[src/rtl/flash_cmd_ctrl.sv]
module flash_cmd_ctrl #(
  parameter int ADDR_W = 12,
  parameter int ARR_AW = 6,
  parameter int SECT_W = 2,
  parameter logic [7:0] MFR_ID = 8'hAD,
  parameter logic [15:0] DEV_ID = 16'h2223,
  parameter logic [(1<<SECT_W)-1:0] PROT_MASK = 4'b0101,
  parameter int PROG_CYCLES = 20
) (
  input  logic              clk,
  input  logic              rst_n,
  input  logic              ce_n,
  input  logic              we_n,
  input  logic              oe_n,
  input  logic              wide,
  input  logic [ADDR_W-1:0] addr,
  input  logic [15:0]       dq_in,
  output logic [15:0]       dq_out
);
  localparam int DEPTH = 1 << ARR_AW;
  localparam int CW = $clog2(PROG_CYCLES + 1);

  typedef enum logic [1:0] {S_IDLE, S_UNL1, S_UNL2, S_PGM} seq_t;

  logic [15:0]       mem [DEPTH];
  logic              wr_q;
  logic [10:0]       a_lat;
  seq_t              seq;
  logic              id_mode;
  logic              busy;
  logic [CW-1:0]     cnt;
  logic [ARR_AW-1:0] tgt;
  logic [15:0]       pd;
  logic [15:0]       rd_val;

  wire              wr_now   = ~ce_n & ~we_n;
  wire              wr_start = wr_now & ~wr_q;
  wire              wr_end   = ~wr_now & wr_q;
  wire [7:0]        cd       = dq_in[7:0];
  wire [SECT_W-1:0] sect     = addr[ADDR_W-1 -: SECT_W];
  wire [ARR_AW-1:0] idx      = addr[ARR_AW-1:0];

  always_comb begin
    rd_val = 16'h0000;
    if (busy) begin
      if (idx == tgt) rd_val = {8'h00, ~pd[7], 7'h00};
    end else if (id_mode) begin
      if (addr[7:0] == 8'h00)
        rd_val = {8'h00, MFR_ID};
      else if (addr[7:0] == 8'h01)
        rd_val = wide ? DEV_ID : {8'h00, DEV_ID[7:0]};
      else if (!addr[6] && addr[1:0] == 2'b10)
        rd_val = {15'h0000, PROT_MASK[sect]};
    end else begin
      rd_val = mem[idx];
    end
  end

  always_ff @(posedge clk or negedge rst_n) begin
    if (!rst_n) begin
      wr_q    <= 1'b0;
      a_lat   <= '0;
      seq     <= S_IDLE;
      id_mode <= 1'b0;
      busy    <= 1'b0;
      cnt     <= '0;
      tgt     <= '0;
      pd      <= '0;
      dq_out  <= '0;
      for (int i = 0; i < DEPTH; i++) mem[i] <= '1;
    end else begin
      wr_q   <= wr_now;
      dq_out <= (~ce_n & ~oe_n) ? rd_val : 16'h0000;
      if (wr_start) a_lat <= addr[10:0];
      if (busy) begin
        if (cnt == '0) begin
          busy     <= 1'b0;
          mem[tgt] <= mem[tgt] & pd;
        end else begin
          cnt <= cnt - 1'b1;
        end
      end else if (wr_end) begin
        case (seq)
          S_IDLE: seq <= (a_lat == 11'h555 && cd == 8'hAA) ? S_UNL1 : S_IDLE;
          S_UNL1: seq <= (a_lat == 11'h2AA && cd == 8'h55) ? S_UNL2 : S_IDLE;
          S_UNL2: begin
            seq <= S_IDLE;
            if (a_lat == 11'h555) begin
              case (cd)
                8'h90:   id_mode <= 1'b1;
                8'hF0:   id_mode <= 1'b0;
                8'hA0:   seq <= S_PGM;
                default: ;
              endcase
            end
          end
          default: begin
            seq     <= S_IDLE;
            busy    <= 1'b1;
            cnt     <= CW'(PROG_CYCLES - 1);
            tgt     <= a_lat[ARR_AW-1:0];
            pd      <= dq_in;
            id_mode <= 1'b0;
          end
        endcase
      end
    end
  end
endmodule

[config.mk]
export PLATFORM = sky130hd
export DESIGN_NAME = flash_cmd_ctrl
export DESIGN_NICKNAME = d
export VERILOG_FILES = /design/src/rtl/flash_cmd_ctrl.sv
export SDC_FILE = /design/constraint.sdc
export NUM_CORES = 2
export LEC_CHECK = 0
export CAP_MARGIN = 20
export CORE_MARGIN = 8
export CORE_UTILIZATION = 35
export CTS_CLUSTER_SIZE = 24
export DETAILED_ROUTE_END_ITERATION = 7
export GPL_TIMING_DRIVEN = 0
export SLEW_MARGIN = 10
export SYNTH_ARGS = -nofsm -noshare
export SYNTH_HDL_FRONTEND = slang
export SYNTH_SLANG_ARGS = --single-unit
[constraint.sdc]
create_clock -name clk -period 3.2 [get_ports clk]
set_input_delay 0.64 -clock clk [delete_from_list [all_inputs] [get_ports clk]]
set_output_delay 0.64 -clock clk [all_outputs]
set_load 0.005 [all_outputs]
# Word level (Yosys, flattened, before mapping)
# Cells that the tools add are included.
[op_classes] n_addsub=1 magnitude_cmp=4 n_eq_ne=16 muxes=35 bitwise_logic=16 n_reduce_logical=16
[ops] cell="$bwmux W1024" count=1
[ops] cell="$bmux W16 S6" count=2
[ops] cell="$mux W16" count=8
[ops] cell="$demux W16 S6" count=1
[ops] cell="$mux W14" count=3
[ops] cell="$eq A8 B8 Y1 const B" count=4
[ops] cell="$mux W5" count=4
[ops] cell="$and A16 B16 Y16" count=1
[ops] cell="$ge A7 B7 Y1 const B" count=2
[ops] cell="$not A6 Y7" count=2
[ops] cell="$eq A11 B10 Y1 const B" count=1
[ops] cell="$eq A11 B11 Y1 const B" count=1
[ops] cell="$not A1 Y1" count=9
[ops] cell="$eq A8 B1 Y1 const B" count=1
[ops] cell="$eq A8 B7 Y1 const B" count=1
[ops] cell="$logic_not A8 Y1" count=1
[ops] cell="$mux W1" count=8
[ops] cell="$mux W8" count=1
[ops] cell="$lt A7 B1 Y1 const B" count=1
[ops] cell="$eq A6 B6 Y1" count=1
[ops] cell="$mux W2" count=3
[ops] cell="$pmux W2 S3" count=1
[ops] cell="$reduce_and A3 Y1" count=2
[ops] cell="$logic_not A5 Y1" count=1
[ops] cell="18 further kinds" count=28
[totals] reg_bits=1083 out_inout_bits=16

# Depth between registers and ports, before layout
[depth] word_depth=8 ltp_mapped=14 ltp_nobuf=8

# Worst setup path after synthesis
# Ideal clock, no wire load.
[synth_timing] path_type="input to register" from="in addr[1]" to="reg dq_out[2]" t_arrival_ns=2.855 slack_ns=0.216 stages=9 n_path_buf=4 path_cell_list="clkbuf_1 > clkbuf_1 > buf_2 > buf_1 > mux4_2 > a221oi_1 > o21ai_0 > o211ai_1 > nand3_1"
[synth_via] elab_chain_len=7 word_cells_on_any_way=11 cone_classes="eq/ne: 1; mux: 8; bitwise: 1; reduce/logical: 1"
[synth_lines] element="from (decl)" line_no="16" text="input logic [ADDR_W-1:0] addr,"
[synth_lines] element="$not A6 Y7 (not written as such)" line_no="55" text="rd_val = mem[idx];"
[synth_lines] element="$bmux W16 S6" line_no="55"
[synth_lines] element="$mux W16 (not written as such) (2 in a row)" line_no="55"
[synth_lines] element="$mux W16 (*)" line_no="47" text="end else if (id_mode) begin"
[synth_lines] element="$mux W16 (*)" line_no="45" text="if (busy) begin"
[synth_lines] element="$mux W16 (*)" line_no="73" text="dq_out <= (~ce_n & ~oe_n) ? rd_val : 16'h0000;"
[synth_lines] element="to (signal assigned)" line_no="73"
[synth_lines] element="to (decl)" line_no="18" text="output logic [15:0] dq_out"
# Mark *: on every way between the ends. The rest lies on a longest branch, timed or not. The select of a mux whose other input is x is not followed.
# A chain may end at the register's enable or synchronous reset.

# Worst setup path after layout
[layout_timing] from="in addr[1]" to="reg dq_out[14]"
[layout_via] elab_chain_len=7
[layout_lines] element="$not A6 Y7 (not written as such)" line_no="55"
[layout_lines] element="$bmux W16 S6" line_no="55"
[layout_lines] element="$mux W16 (not written as such) (2 in a row)" line_no="55"
[layout_lines] element="$mux W16" line_no="47"
[layout_lines] element="$mux W16" line_no="45"
[layout_lines] element="$mux W16" line_no="73"
# No other way between the ends. The select of a mux whose other input is x is not followed.

==> flow_summary.yaml <==
timing:
  setup_slack_ns: -0.821
  hold_viol_final: 0
  worstMarginPinSlew_ns: 1.26
  maxSlewViolCount: 0
  max_freq_mhz: 249
  worst_slew_margin_rel: 0.163
  period_share: 1.26
  rsz0062_at_grt: "yes"
  fin_setup_tns_ns: -471.92
  skew_ns: 0.0542
  setup_viol_count_final: 1037
  final.min_clock_period_ns: 4.02
floorplanning:
  io-pin-count: 50
  die_area_sq_um: 182000
  fp.coreArea_sq_um: 167000
  die_w_um: 427
  initial_utilization: 0.353
  placement_rows: 150
  die_y_um: 427
critical_path:
  criticalPathCategory: "input pin to flop"
  setup.worst_path.end_class: "flop"
  cp_data_arrival_time_ns: 4.56
  timing.critical_path.required_ns: 3.74
  crit_path_max_fanout: 11
  worst-r2r-cell-count: 11
  startpoint_type: "input pin"
grt:
  grt_antenna_before_repair: 33
  gr-total-overflow: 0
  first_global_vias: 46900
  combined_global_route_utilization_of_all_metal_layers: 0.355
  wire_length_of_the_first_global_routing_pass_um: 436000
  maximum_number_of_pins_on_one_net_before_global_route_repair: 164
logic_synthesis:
  synth_area_leader_cell: "sky130_fd_sc_hd__dfstp_2"
  post_synth.cell_area_avg_sq_um: 12.8
  yosys_synthesis_warning_count: 0
  synthTopCellsByArea: "sky130_fd_sc_hd__dfstp_2, sky130_fd_sc_hd__mux4_2, sky130_fd_sc_hd__mux2_2"
  syn-num-nets: 4633
  yosys.area.top_type_share: 0.456
  synth-main-ff-cell: "sky130_fd_sc_hd__dfstp_2"
  post_synth_instance_area_sq_um: 59100
  syn_inst: 4598
  synth-async-reset-ratio: 1.00
  netlist_cell_types: 95
  synth-seq-cells: 1083
  synth.yosys.seq_area_share: 0.481
  post_synth_edffs: 0
finish:
  layout.area.seq_sq_um: 28400
  total_area_of_multi_input_combinational_cells_sq_um: 29400
  utilization: 0.433
  nets: 5041
  fillCellCount: 15300
  final_layout_size_suffix_gt1_frac: 0.613
  finalNonFillerCells: 7354
  final_cell_mix: "sky130_fd_sc_hd__dfstp_2, sky130_fd_sc_hd__nand2_1, sky130_fd_sc_hd__mux2_2"
  area_growth_syn_to_layout_pct: 22.7
  final_design_area_no_fill_sq_um: 72500
  mostFrequentLayoutCell: "sky130_fd_sc_hd__dfstp_2"
drt:
  final_antenna_net_count: 0
  drc_errors: 0
  dr.pass1.iters: 6
  number_of_drc_markers_in_iteration_0: 8699
  wl_per_cell_um: 45.5
  routed_wl_um: 334000
  vias_per_std_cell: 6.85
  num_vias: 50400
clock_tree:
  clock-sinks: 1083
  tritoncts_buffer_count: 121
  path_clk_slew_ns: 0.06
  max_root_sink_buffers: 3
  tritoncts: "built"
  cts-root-buf: "sky130_fd_sc_hd__clkbuf_16"
  clkLatencyLatePin_ns: 0.79
  cts_max_level: 3
flow_run:
  cap_violations: 0
power_and_ir_drop:
  vdd_ir_drop_max_uv: 474
  p_leak_nw: 28.2
  pwr_density_cell_nw_per_um2: 419
min_path:
  hold_path_class: "input pin to flop"
  worst_hold_path.num_cells: 3
status:
  failed_checks: "setup timing"
  run_status: "finished with violations"
place:
  routabilityCongestion: 1.06
  post-dp-hpwl_um: 237000
  pre_cts_ws_ns: -2.76
  dp.cells: 6918
  postPlaceCellArea_sq_um: 63600
  port_buffers: 46
Yosys cell counts (7+ instances only):
master                     instances
sky130_fd_sc_hd__dfrtp_1          59
sky130_fd_sc_hd__nor2_2           13
sky130_fd_sc_hd__nand2_1         646
sky130_fd_sc_hd__buf_6            31
sky130_fd_sc_hd__o21ai_0         446
sky130_fd_sc_hd__a21oi_1          41
sky130_fd_sc_hd__nor4_1            8
sky130_fd_sc_hd__nand2b_1         14
sky130_fd_sc_hd__mux2_4            9
sky130_fd_sc_hd__a221oi_1         50
sky130_fd_sc_hd__o211ai_1         16
sky130_fd_sc_hd__mux4_2          374
sky130_fd_sc_hd__o31ai_2          60
sky130_fd_sc_hd__o22ai_1          78
sky130_fd_sc_hd__clkbuf_1        179
sky130_fd_sc_hd__o31ai_1          14
sky130_fd_sc_hd__nor3_1           22
sky130_fd_sc_hd__nor2b_1          22
sky130_fd_sc_hd__buf_4            40
sky130_fd_sc_hd__buf_1            39
sky130_fd_sc_hd__o221ai_1         19
sky130_fd_sc_hd__a22oi_1          52
sky130_fd_sc_hd__nor3b_1          10
sky130_fd_sc_hd__and2_1            7
sky130_fd_sc_hd__dfstp_2        1024
sky130_fd_sc_hd__a211oi_1         11
sky130_fd_sc_hd__buf_2           136
sky130_fd_sc_hd__mux2i_1         234
sky130_fd_sc_hd__mux2_2          625
sky130_fd_sc_hd__mux4_1           11
sky130_fd_sc_hd__nor2_1           50
sky130_fd_sc_hd__a31oi_1          14
sky130_fd_sc_hd__a32oi_1           9
sky130_fd_sc_hd__a221o_1          11
sky130_fd_sc_hd__a22o_1           16
sky130_fd_sc_hd__buf_12            9
sky130_fd_sc_hd__nand3_1          38
sky130_fd_sc_hd__inv_1            18
layer usage:
metal / wire, um / vias up / track usage
met3: 51400 / 1345 / 0.178
met1: 119000 / 26100 / 0.429
li1: - / 18200 / -
met4: 31900 / 26 / 0.267
met5: 720 / - / 0.0148
met2: 131000 / 4645 / 0.478
path summary, 6_finish.rpt:
check | startpoint | slack [ns] | endpoint
worst max-delay path | addr[1] | -0.82 | dq_out[14]$_DFF_PN0_
worst min-delay path | dq_in[14] | 0.41 | pd[14]$_DFFE_PN0P_
worst max register to register | tgt[2]$_DFFE_PN0P_ | -0.74 | mem[192]$_DFFE_PN1P_
worst min register to register | mem[459]$_DFFE_PN1P_ | 0.47 | mem[459]$_DFFE_PN1P_
max in group asynchronous | rst_n | 0.20 | dq_out[7]$_DFF_PN0_
min in group asynchronous | rst_n | 0.52 | dq_out[11]$_DFF_PN0_
layout make-up:
cell class                 count  share of cell area
multi-input combinational   3056               0.406
sequential                  1083               0.392
buffer                       440              0.0570
timing repair buffer         283              0.0482
clock buffer                 158              0.0454
tap                         2204              0.0380
clock inverter                69              0.0113
antenna                       40             0.00138
inverter                      21             0.00124
stage by stage:
stage | total power, W | hold WS, ns
after floorplan | 0.0145 | 0.344
after global placement | 0.0152 | 0.465
after detailed placement | 0.0155 | 0.478
after CTS | 0.0303 | 0.381
after global routing | 0.0308 | 0.418
final | 0.0304 | 0.413
critical path: stages:
cell and delay (ns):
sky130_fd_sc_hd__clkbuf_1 0.29, sky130_fd_sc_hd__buf_6 0.33, sky130_fd_sc_hd__buf_2 0.62, sky130_fd_sc_hd__clkbuf_2 0.76, sky130_fd_sc_hd__mux4_2 0.42, sky130_fd_sc_hd__mux2i_1 0.26
sky130_fd_sc_hd__o22ai_1 0.11, sky130_fd_sc_hd__o211ai_1 0.68, sky130_fd_sc_hd__nand3_1 0.32
cell families (layout without fill, tap and decap cells):
| kind of cell | Yosys count | in the layout | share of synthesized area |
|---|---|---|---|
| xor+xnor | 8 | 8 | 0.00119 |
| flops | 1083 | 1083 | 0.481 |
| buf+inv | 463 | 971 | 0.0421 |
| fa+ha+maj | 1 | 1 | 0.000212 |
| mux | 1254 | 1254 | 0.309 |
| simple gates | 894 | 894 | 0.0658 |
| other cells | 0 | 40 | 0 |
| compound gates | 895 | 899 | 0.101 |
report_power, final:
part	total (W)	switching, W	internal, W
sequential	0.0138	0.0000292	0.0138
clock	0.0150	0.00637	0.00858
combinational	0.00161	0.00122	0.000386
registers in the layout, indices dropped and copies added (netlist names):
register / count
wr_q: 1
tgt: 6
mem: 1024
cnt: 5
pd: 16
busy: 1
dq_out: 16
seq: 2
id_mode: 1
a_lat: 11
repair_timing:
action	CTS	global route
pin swaps	49	43
resized for setup	589	293
buffers inserted	87	67
hold buffers	1	0
setup endpoints to repair	1053	1047
endpoints found under the hold margin	13	0
cloned	5	10
Note: power is estimated with default switching activity, not from simulation.
